File: config.mk
export PLATFORM = sky130hd
export DESIGN_NAME = sect_guard
export DESIGN_NICKNAME = d
export VERILOG_FILES = /design/src/rtl/sect_guard_pkg.sv /design/src/rtl/sect_map.sv /design/src/rtl/prot_store.sv /design/src/rtl/sect_guard.sv
export SDC_FILE = /design/constraint.sdc
export NUM_CORES = 1
export LEC_CHECK = 0
export BUFFER_PORTS_ARGS = -buffer_cell sky130_fd_sc_hd__clkbuf_2
export CORE_MARGIN = 2
export CORE_UTILIZATION = 25
export CTS_CLUSTER_DIAMETER = 50
export DETAILED_ROUTE_END_ITERATION = 7
export GPL_TIMING_DRIVEN = 0
export SLEW_MARGIN = 30
export SYNTH_ARGS = -nofsm -noshare
export SYNTH_HDL_FRONTEND = slang
export SYNTH_SLANG_ARGS = --single-unit
export TNS_END_PERCENT = 50
File: constraint.sdc
create_clock -name clk -period 2.9 [get_ports clk]
set_input_delay 0.58 -clock clk [delete_from_list [all_inputs] [get_ports clk]]
set_output_delay 0.58 -clock clk [all_outputs]
set_load 0.01 [all_outputs]
File: src/rtl/sect_guard_pkg.sv
package sect_guard_pkg;
    localparam int ADDR_W = 19;
    localparam int NSEC   = 11;
    localparam int N_BIG  = 7;

    typedef enum logic [1:0] {
        PC_SET_ONE = 2'd0,
        PC_CLR_ONE = 2'd1,
        PC_SET_ALL = 2'd2,
        PC_CLR_ALL = 2'd3
    } pcmd_e;

    typedef enum logic [2:0] {
        RK_PROG = 3'd0,
        RK_E4K  = 3'd1,
        RK_E32K = 3'd2,
        RK_E64K = 3'd3,
        RK_CHIP = 3'd4
    } rkind_e;

    // First byte of sector i: seven 64 KB sectors, then 32 KB, 8 KB, 8 KB, 16 KB.
    function automatic logic [ADDR_W-1:0] sec_base(input int i);
        case (i)
            N_BIG:     return ADDR_W'(32'h70000);
            N_BIG + 1: return ADDR_W'(32'h78000);
            N_BIG + 2: return ADDR_W'(32'h7A000);
            N_BIG + 3: return ADDR_W'(32'h7C000);
            default:   return ADDR_W'(i << 16);
        endcase
    endfunction

    function automatic logic [ADDR_W-1:0] sec_last(input int i);
        if (i == NSEC - 1) return '1;
        return sec_base(i + 1) - ADDR_W'(1);
    endfunction

    function automatic logic [ADDR_W-1:0] blk_lo(input logic [ADDR_W-1:0] a, input int w);
        return a & ~((ADDR_W'(1) << w) - ADDR_W'(1));
    endfunction

    function automatic logic [ADDR_W-1:0] blk_hi(input logic [ADDR_W-1:0] a, input int w);
        return a | ((ADDR_W'(1) << w) - ADDR_W'(1));
    endfunction
endpackage

File: src/rtl/sect_map.sv
module sect_map
    import sect_guard_pkg::*;
#(
    parameter int N_SEC = NSEC,
    parameter int AW    = ADDR_W
) (
    input  logic [AW-1:0]    lo,
    input  logic [AW-1:0]    hi,
    output logic [N_SEC-1:0] hit
);
    // A sector is hit when its span overlaps [lo, hi].
    for (genvar g = 0; g < N_SEC; g++) begin : g_sec
        localparam logic [AW-1:0] S_LO = AW'(sec_base(g));
        localparam logic [AW-1:0] S_HI = AW'(sec_last(g));
        assign hit[g] = (S_LO <= hi) && (S_HI >= lo);
    end
endmodule

File: src/rtl/prot_store.sv
module prot_store
    import sect_guard_pkg::*;
#(
    parameter int N_SEC = NSEC
) (
    input  logic             clk,
    input  logic             rst_n,
    input  logic             wp_lock,
    input  logic             cmd_valid,
    input  logic [1:0]       cmd_op,
    input  logic [N_SEC-1:0] sel,
    output logic [N_SEC-1:0] bits
);
    typedef struct packed {
        logic [N_SEC-1:0] bits;
    } st_t;

    st_t st_d, st_q;

    always_comb begin
        st_d = st_q;
        if (cmd_valid && !wp_lock) begin
            case (cmd_op)
                PC_SET_ONE: st_d.bits = st_q.bits | sel;
                PC_CLR_ONE: st_d.bits = st_q.bits & ~sel;
                PC_SET_ALL: st_d.bits = '1;
                default:    st_d.bits = '0;
            endcase
        end
    end

    always_ff @(posedge clk or negedge rst_n) begin
        if (!rst_n) st_q <= '{bits: '1};
        else        st_q <= st_d;
    end

    assign bits = st_q.bits;

    p_wp_freeze_r4: assert property (@(posedge clk) disable iff (!rst_n)
        wp_lock |=> $stable(bits));

    p_clear_all_r3: assert property (@(posedge clk) disable iff (!rst_n)
        (cmd_valid && !wp_lock && cmd_op == PC_CLR_ALL) |=> (bits == '0));

    p_set_all_r3: assert property (@(posedge clk) disable iff (!rst_n)
        (cmd_valid && !wp_lock && cmd_op == PC_SET_ALL) |=> (bits == '1));
endmodule

File: src/rtl/sect_guard.sv
module sect_guard
    import sect_guard_pkg::*;
#(
    parameter int AW     = ADDR_W,
    parameter int N_SEC  = NSEC,
    parameter int PAGE_W = 8,
    parameter int B4K_W  = 12,
    parameter int B32K_W = 15,
    parameter int B64K_W = 16
) (
    input  logic             clk,
    input  logic             rst_n,
    input  logic             wp_lock,
    input  logic             pcmd_valid,
    input  logic [1:0]       pcmd_op,
    input  logic [AW-1:0]    pcmd_addr,
    input  logic             req_valid,
    input  logic [2:0]       req_kind,
    input  logic [AW-1:0]    req_addr,
    output logic             grant,
    output logic             reject,
    output logic             err_flag,
    output logic [N_SEC-1:0] prot_bits
);
    typedef struct packed {
        logic grant;
        logic reject;
        logic err;
    } st_t;

    st_t st_d, st_q;

    logic [AW-1:0]    r_lo, r_hi;
    logic [N_SEC-1:0] req_hit, cmd_sel;
    logic             kind_ok, blocked;

    // Address span touched by the request.
    always_comb begin
        kind_ok = 1'b1;
        case (req_kind)
            RK_PROG: begin r_lo = blk_lo(req_addr, PAGE_W); r_hi = blk_hi(req_addr, PAGE_W); end
            RK_E4K:  begin r_lo = blk_lo(req_addr, B4K_W);  r_hi = blk_hi(req_addr, B4K_W);  end
            RK_E32K: begin r_lo = blk_lo(req_addr, B32K_W); r_hi = blk_hi(req_addr, B32K_W); end
            RK_E64K: begin r_lo = blk_lo(req_addr, B64K_W); r_hi = blk_hi(req_addr, B64K_W); end
            RK_CHIP: begin r_lo = '0; r_hi = '1; end
            default: begin r_lo = '0; r_hi = '1; kind_ok = 1'b0; end
        endcase
    end

    sect_map #(.N_SEC(N_SEC), .AW(AW)) i_req_map (
        .lo (r_lo),
        .hi (r_hi),
        .hit(req_hit)
    );

    sect_map #(.N_SEC(N_SEC), .AW(AW)) i_cmd_map (
        .lo (pcmd_addr),
        .hi (pcmd_addr),
        .hit(cmd_sel)
    );

    prot_store #(.N_SEC(N_SEC)) i_store (
        .clk      (clk),
        .rst_n    (rst_n),
        .wp_lock  (wp_lock),
        .cmd_valid(pcmd_valid),
        .cmd_op   (pcmd_op),
        .sel      (cmd_sel),
        .bits     (prot_bits)
    );

    // prot_bits is the pre-command state, so same-cycle commands do not affect the verdict.
    assign blocked = !kind_ok || (|(req_hit & prot_bits));

    always_comb begin
        st_d        = st_q;
        st_d.grant  = req_valid && !blocked;
        st_d.reject = req_valid && blocked;
        if (req_valid) st_d.err = blocked;
    end

    always_ff @(posedge clk or negedge rst_n) begin
        if (!rst_n) st_q <= '0;
        else        st_q <= st_d;
    end

    assign grant    = st_q.grant;
    assign reject   = st_q.reject;
    assign err_flag = st_q.err;

    p_one_result_r8: assert property (@(posedge clk) disable iff (!rst_n)
        req_valid |=> (grant ^ reject));

    p_quiet_r8: assert property (@(posedge clk) disable iff (!rst_n)
        !req_valid |=> !(grant || reject));

    p_err_hold_r9: assert property (@(posedge clk) disable iff (!rst_n)
        !req_valid |=> $stable(err_flag));

    p_chip_r7: assert property (@(posedge clk) disable iff (!rst_n)
        (req_valid && req_kind == RK_CHIP && (|prot_bits)) |=> reject);

    p_bad_kind_r11: assert property (@(posedge clk) disable iff (!rst_n)
        (req_valid && req_kind > RK_CHIP) |=> reject);

    p_cmd_sel_r2: assert property (@(posedge clk) disable iff (!rst_n)
        pcmd_valid |-> $onehot(cmd_sel));
endmodule

==> results of run 1 <==
-- sequential cells by signal, summed over array words and instances, names as in the netlist --
name          cells
reject            1
grant             1
err_flag          1
i_store.bits     11
-- logic make-up after synthesis --
family	share of synthesized area, %
AOI/OAI and AO/OA	26.9
DFF	41.8
and+or+nand+nor	26.3
buffers and inverters	3.88
muxes	1.15
-- report_power, final --
group | total (mW) | switching (mW) | internal, mW
clock network | 0.138 | 0.0619 | 0.0763
logic | 0.153 | 0.0862 | 0.0669
registers | 0.274 | 0.0280 | 0.246
-- path summary, 6_finish.rpt --
path	start	end	slack [ns]	cells after the start
min	rst_n	reject	0.18	1
min in group clk	pcmd_op[0]	i_store.bits[10]	0.47	2
max in group asynchronous	rst_n	i_store.bits[0]	2.41	1
min reg2reg	i_store.bits[0]	i_store.bits[0]	0.50	2
max	i_store.bits[5]	err_flag	1.12	5
max reg2reg	i_store.bits[5]	err_flag	1.12	5
-- metal layers --
layer	track usage (%)	up-vias	part of all wire, %
li1	-	454	-
met1	16.1	390	48
met2	17.6	40	42
met3	3.78	4	9.1
met4	3.33	0	1.1
met5	0	-	0
-- cell type report --
| type | instances | share of cell area, % |
|---|---|---|
| well taps | 46 | 5.09 |
| repair buffers | 33 | 14.6 |
| multi-input cells | 85 | 41.9 |
| plain buffers | 5 | 2.33 |
| inverters | 2 | 0.664 |
| flip-flops and latches | 14 | 32.2 |
| clock buffers | 4 | 3.21 |
-- through the flow --
step	power (mW)	worst slack (ns)
3_5_place_dp	0.433	0.857
5_1_grt	0.609	0.975
6_report	0.565	1.12
3_3_place_gp	0.426	0.894
4_1_cts	0.574	1.14
2_1_floorplan	0.356	1.05
-- critical path: cells and delay by family, from the launching register on --
kind	cells	cell delay, ns
AO/OA/AOI/OAI	4	0.74
flip-flops	1	0.39
AND/OR/NAND/NOR	1	0.52
-- Yosys cell counts, drive strengths merged --
cell type | n | area (µm²)
a2111oi | 1 | 15.0
a211o | 2 | 17.5
a21o | 1 | 7.51
a21oi | 4 | 20.0
a31oi | 1 | 6.26
a41oi | 1 | 8.76
and2 | 2 | 12.5
and3b | 1 | 8.76
buf | 1 | 11.3
clkbuf | 4 | 15.0
dfrtp | 3 | 75.1
dfstp | 11 | 289
inv | 2 | 7.51
mux2i | 1 | 10.0
nand2 | 17 | 63.8
nand2b | 2 | 12.5
nand3 | 2 | 10.0
nand4 | 1 | 6.26
nor2 | 6 | 22.5
nor2b | 5 | 31.3
nor3 | 2 | 10.0
nor3b | 5 | 37.5
o21ai | 27 | 135
o31ai | 1 | 7.51
o41ai | 1 | 16.3
or3 | 1 | 6.26
or4 | 1 | 7.51
==> impl_metrics.py, run 1 <==
metrics = {
    "final_layout": {
        "final_core_utilization_pct": 33.9,
        "post-route-cell-area_um2": 1130,
        "layout.cells.most_common": "sky130_fd_sc_hd__clkbuf_2",
        "nets": 192,
        "layout.filler_cells": 380,
        "seqCellArea_um2": 364,
        "antennaDiodeCount": 0,
        "post_route_cells_drive_above_1_share_pct": 35.7,
        "syn2layout_area_growth_pct": 29.7,
        "multi_input_comb_area_um2": 473,
        "layout.cells.most_common_list": "sky130_fd_sc_hd__clkbuf_2, sky130_fd_sc_hd__o21ai_0, sky130_fd_sc_hd__nand2_1, sky130_fd_sc_hd__dfstp_2, sky130_fd_sc_hd__nor2_1",
        "instances_no_fill": 189,
    },
    "sta": {
        "max_slew_margin_vs_limit_pct": 73.8,
        "fin_tns_setup_ns": 0,
        "timing.clock.skew_ns": 0.00513,
        "grt_setup_unrepaired": "no",
        "worst_hold_check_slack_ns": 0.185,
        "tightest_slew_ns": 0.392,
        "finalHoldViolCount": 0,
        "report.final.setup_viol": 0,
        "final_min_period_over_clock_period_pct": 61.2,
        "clock.fmax_ghz": 0.563,
        "final-max-slew-violation-count": 0,
        "layout_min_cycle_time_ns": 1.78,
    },
    "clock_tree": {
        "cts_made_buffers": 3,
        "insertion_delay_ns": 0.28,
        "cts_max_level": 1,
        "clock_pin_slew_reported_for_the_worst_setup_and_hold_paths_after_clock_tree_synthesis_ns": 0.09,
        "cts.sinks": 14,
        "cts_hold_repair.buffers": 0,
        "cell_at_the_root_of_the_clock_tree": "sky130_fd_sc_hd__clkbuf_4",
        "clock_path_buffers": 2,
        "post-cts-setup-buffers": 0,
        "tritoncts": "done",
        "cts.repair.resized": 0,
    },
    "synth": {
        "post_synth_inst_count": 106,
        "post_synth.cell_area_avg_um2": 8.22,
        "yosysWarnings": 0,
        "synth.net_count": 154,
        "netlist-cell-type-count": 29,
        "synth_sequential_area_ratio_pct": 41.8,
        "area_of_the_mapped_netlist_um2": 871,
        "synth-seq-cells": 14,
    },
    "floorplanning": {
        "floorplan.initialDensity_pct": 26.1,
        "ioPinCount": 62,
        "num_rows": 21,
        "die_width_um": 63.0,
        "coreArea_um2": 3340,
        "die_y_um": 63.0,
        "area_of_the_die_um2": 3970,
    },
    "worst_setup_path": {
        "critical_path.endpoint_type": "flop",
        "ws_path_type": "reg2reg",
        "crit_chain": "or4_1 -> a21oi_1 -> a21oi_1 -> a2111oi_2 -> a21oi_1",
        "critPathMaxFanout": 4,
        "worstPathRequired_ns": 3.05,
        "cp_slowest_stage_delay_ns": 0.52,
        "kind_of_start_point_of_the_critical_path": "flop",
        "worst_ep_arrival_time_ns": 1.92,
        "cp_common_cell": "sky130_fd_sc_hd__a21oi_1",
        "critical-path-slowest-cell": "sky130_fd_sc_hd__or4_1",
    },
    "power_and_ir_drop": {
        "power_density_nw_per_um2": 501,
        "vdd_ir_drop_max_mv": 0.108,
        "p_leak_nw": 0.485,
    },
    "worst_hold_path": {
        "worst_hold_path_type": "in2async",
    },
    "grt": {
        "overall_routing_resource_usage_pct": 11.7,
        "grt_overflow_total": 0,
        "vias_in_the_first_global_route": 827,
        "grt_max_degree": 15,
        "global_route_wire_length_before_repair_mm": 3.82,
        "grt_antenna_before_repair": 0,
    },
    "flow_run": {
        "timing.max_cap.violations": 0,
    },
    "route": {
        "vias": 888,
        "detail_route.drc_violations": 0,
        "drt-pass1-iter-count": 4,
        "routed_via_density": 4.70,
        "detail-route-antenna-nets": 0,
        "routed_wl_mm": 2.18,
        "drt_iter0_drc": 60,
        "routedWlPerCell_um": 11.5,
    },
    "placement": {
        "dpl.cell_count": 185,
        "detailed_place.area_um2": 1090,
        "hpwl_mm": 1.80,
        "input_output_buffers": 33,
        "gp_routability_congestion": 0.845,
    },
    "run_status": {
        "run_status": "completed",
    },
}
(Power assumes the default switching activity.)
==> run 2: changes to the inputs <==
- clock period: 2.9 -> 1.8 ns (I/O delays scaled with it)
==> impl_metrics.py, run 2 (synthesis results as in run 1) <==
metrics = {
    "run_status": {
        "run_status": "completed",
    },
    "sta": {
        "final_min_period_over_clock_period_pct": 94.0,
        "tightest_slew_ns": 0.423,
        "grt_setup_unrepaired": "no",
        "max_slew_margin_vs_limit_pct": 71.5,
        "post-route-worst-setup-slack_ns": 0.108,
        "worst_hold_check_slack_ns": 0.253,
        "clock.fmax_ghz": 0.591,
        "layout_min_cycle_time_ns": 1.69,
        "timing.clock.skew_ns": 0.00552,
        "finalHoldViolCount": 0,
        "final-max-slew-violation-count": 0,
        "report.final.setup_viol": 0,
    },
    "worst_setup_path": {
        "critical-path-slowest-cell": "sky130_fd_sc_hd__or4_1",
        "worst_ep_arrival_time_ns": 1.84,
        "critical_path.endpoint_type": "flop",
        "cp_common_cell": "sky130_fd_sc_hd__a21oi_1",
        "ws_path_type": "reg2reg",
        "critPathMaxFanout": 4,
        "worstPathRequired_ns": 1.95,
        "crit_chain": "or4_1 -> a21oi_1 -> a21oi_1 -> a2111oi_4 -> a21oi_1",
        "kind_of_start_point_of_the_critical_path": "flop",
        "rrSetupSlack_ns": 0.11,
        "cp_slowest_stage_delay_ns": 0.51,
    },
    "clock_tree": {
        "clock_pin_slew_reported_for_the_worst_setup_and_hold_paths_after_clock_tree_synthesis_ns": 0.09,
        "post-cts-setup-buffers": 0,
        "cts_made_buffers": 3,
        "insertion_delay_ns": 0.28,
        "tritoncts": "done",
        "cts_max_level": 1,
        "cell_at_the_root_of_the_clock_tree": "sky130_fd_sc_hd__clkbuf_4",
        "cts.sinks": 14,
        "clock_path_buffers": 2,
    },
    "route": {
        "detail-route-antenna-nets": 0,
        "drt_iter0_drc": 63,
        "routed_via_density": 4.69,
        "routed_wl_mm": 2.20,
        "detail_route.drc_violations": 0,
        "vias": 891,
        "drt-pass1-iter-count": 4,
        "routedWlPerCell_um": 11.6,
    },
    "grt": {
        "vias_in_the_first_global_route": 827,
        "grt_util_met1_pct": 16.2,
        "overall_routing_resource_usage_pct": 11.7,
        "global_route_wire_length_before_repair_mm": 3.82,
        "grt.busiest_layer": "met2",
        "grt.met3_usage_pct": 3.60,
        "grt_overflow_total": 0,
        "grt_antenna_before_repair": 0,
        "grt.met2_usage_pct": 17.6,
        "grt_max_degree": 15,
    },
    "final_layout": {
        "final_core_utilization_pct": 34.5,
        "instances_no_fill": 190,
        "syn2layout_area_growth_pct": 32.3,
        "antennaDiodeCount": 0,
        "layout.cells.most_common_list": "sky130_fd_sc_hd__clkbuf_2, sky130_fd_sc_hd__o21ai_0, sky130_fd_sc_hd__nand2_1, sky130_fd_sc_hd__dfstp_2, sky130_fd_sc_hd__nor2_1",
        "post_route_cells_drive_above_1_share_pct": 35.4,
        "largest_register_ffs": 11,
        "layout.cells.most_common": "sky130_fd_sc_hd__clkbuf_2",
        "nets": 193,
    },
    "placement": {
        "input_output_buffers": 33,
        "gp_routability_congestion": 0.845,
        "hpwl_mm": 1.80,
        "dpl.cell_count": 185,
        "place_ws_ns": -0.0235,
    },
    "floorplanning": {
        "die_y_um": 63.0,
        "num_rows": 21,
        "die_width_um": 63.0,
        "area_of_the_die_um2": 3970,
        "ioPinCount": 62,
        "coreArea_um2": 3340,
        "floorplan.initialDensity_pct": 26.1,
    },
    "power_and_ir_drop": {
        "fin_total_pwr_mw": 0.922,
        "vdd_ir_drop_max_mv": 0.176,
        "p_leak_nw": 0.490,
        "power_density_nw_per_um2": 800,
    },
    "flow_run": {
        "timing.max_cap.violations": 0,
    },
    "worst_hold_path": {
        "worst_hold_path_type": "in2reg",
    },
}
[run 2: layout make-up]
cell class                      count  area (µm²)
Buffer                              5        26.3
Clock buffer                        4        36.3
Fill cell                         378        2180
Inverter                            2        7.51
Multi-Input combinational cell     85         485
Sequential cell                    14         364
Tap cell                           46        57.6
Timing Repair Buffer               34         175
[run 2: critical path, delay by kind of cell, from the launching register on]
kind,cells,cell delay (ns)
AOI/OAI and AO/OA,4,0.68
DFF,1,0.39
and+or+nand+nor,1,0.51
[run 2: metal layers]
layer | wire length, µm | share of wire, %
met5 | 0 | 0
met1 | 1080 | 49
met3 | 159 | 7.2
met2 | 930 | 42
met4 | 23 | 1.0
[run 2: final timing paths]
check,startpoint,to,cells past startpoint
min,pcmd_op[0],i_store.bits[10],2
max in group asynchronous,rst_n,i_store.bits[0],2
min in group asynchronous,rst_n,reject,2
min reg2reg,i_store.bits[0],i_store.bits[0],2
max,i_store.bits[5],err_flag,5
max reg2reg,i_store.bits[5],err_flag,5
[run 2: where the power goes]
group	internal [mW]	total (mW)	switching [mW]
registers	0.397	0.442	0.0450
clock network	0.123	0.223	0.0999
logic	0.113	0.258	0.144
total	0.633	0.922	0.289
[run 2: timing repair]
action | 4_1_cts | 5_1_grt
endpoints found under the hold margin | 3 | 0
resized for setup | 0 | 1
endpoints found under the setup margin | 0 | 3
hold buffers | 1 | 0
[run 2: metrics by stage]
step           TNS [ns]  cell area, µm²
2_1_floorplan         0             871
3_3_place_gp          0            1090
3_5_place_dp    -0.0371            1090
4_1_cts               0            1140
5_1_grt               0            1150
6_report              0            1150
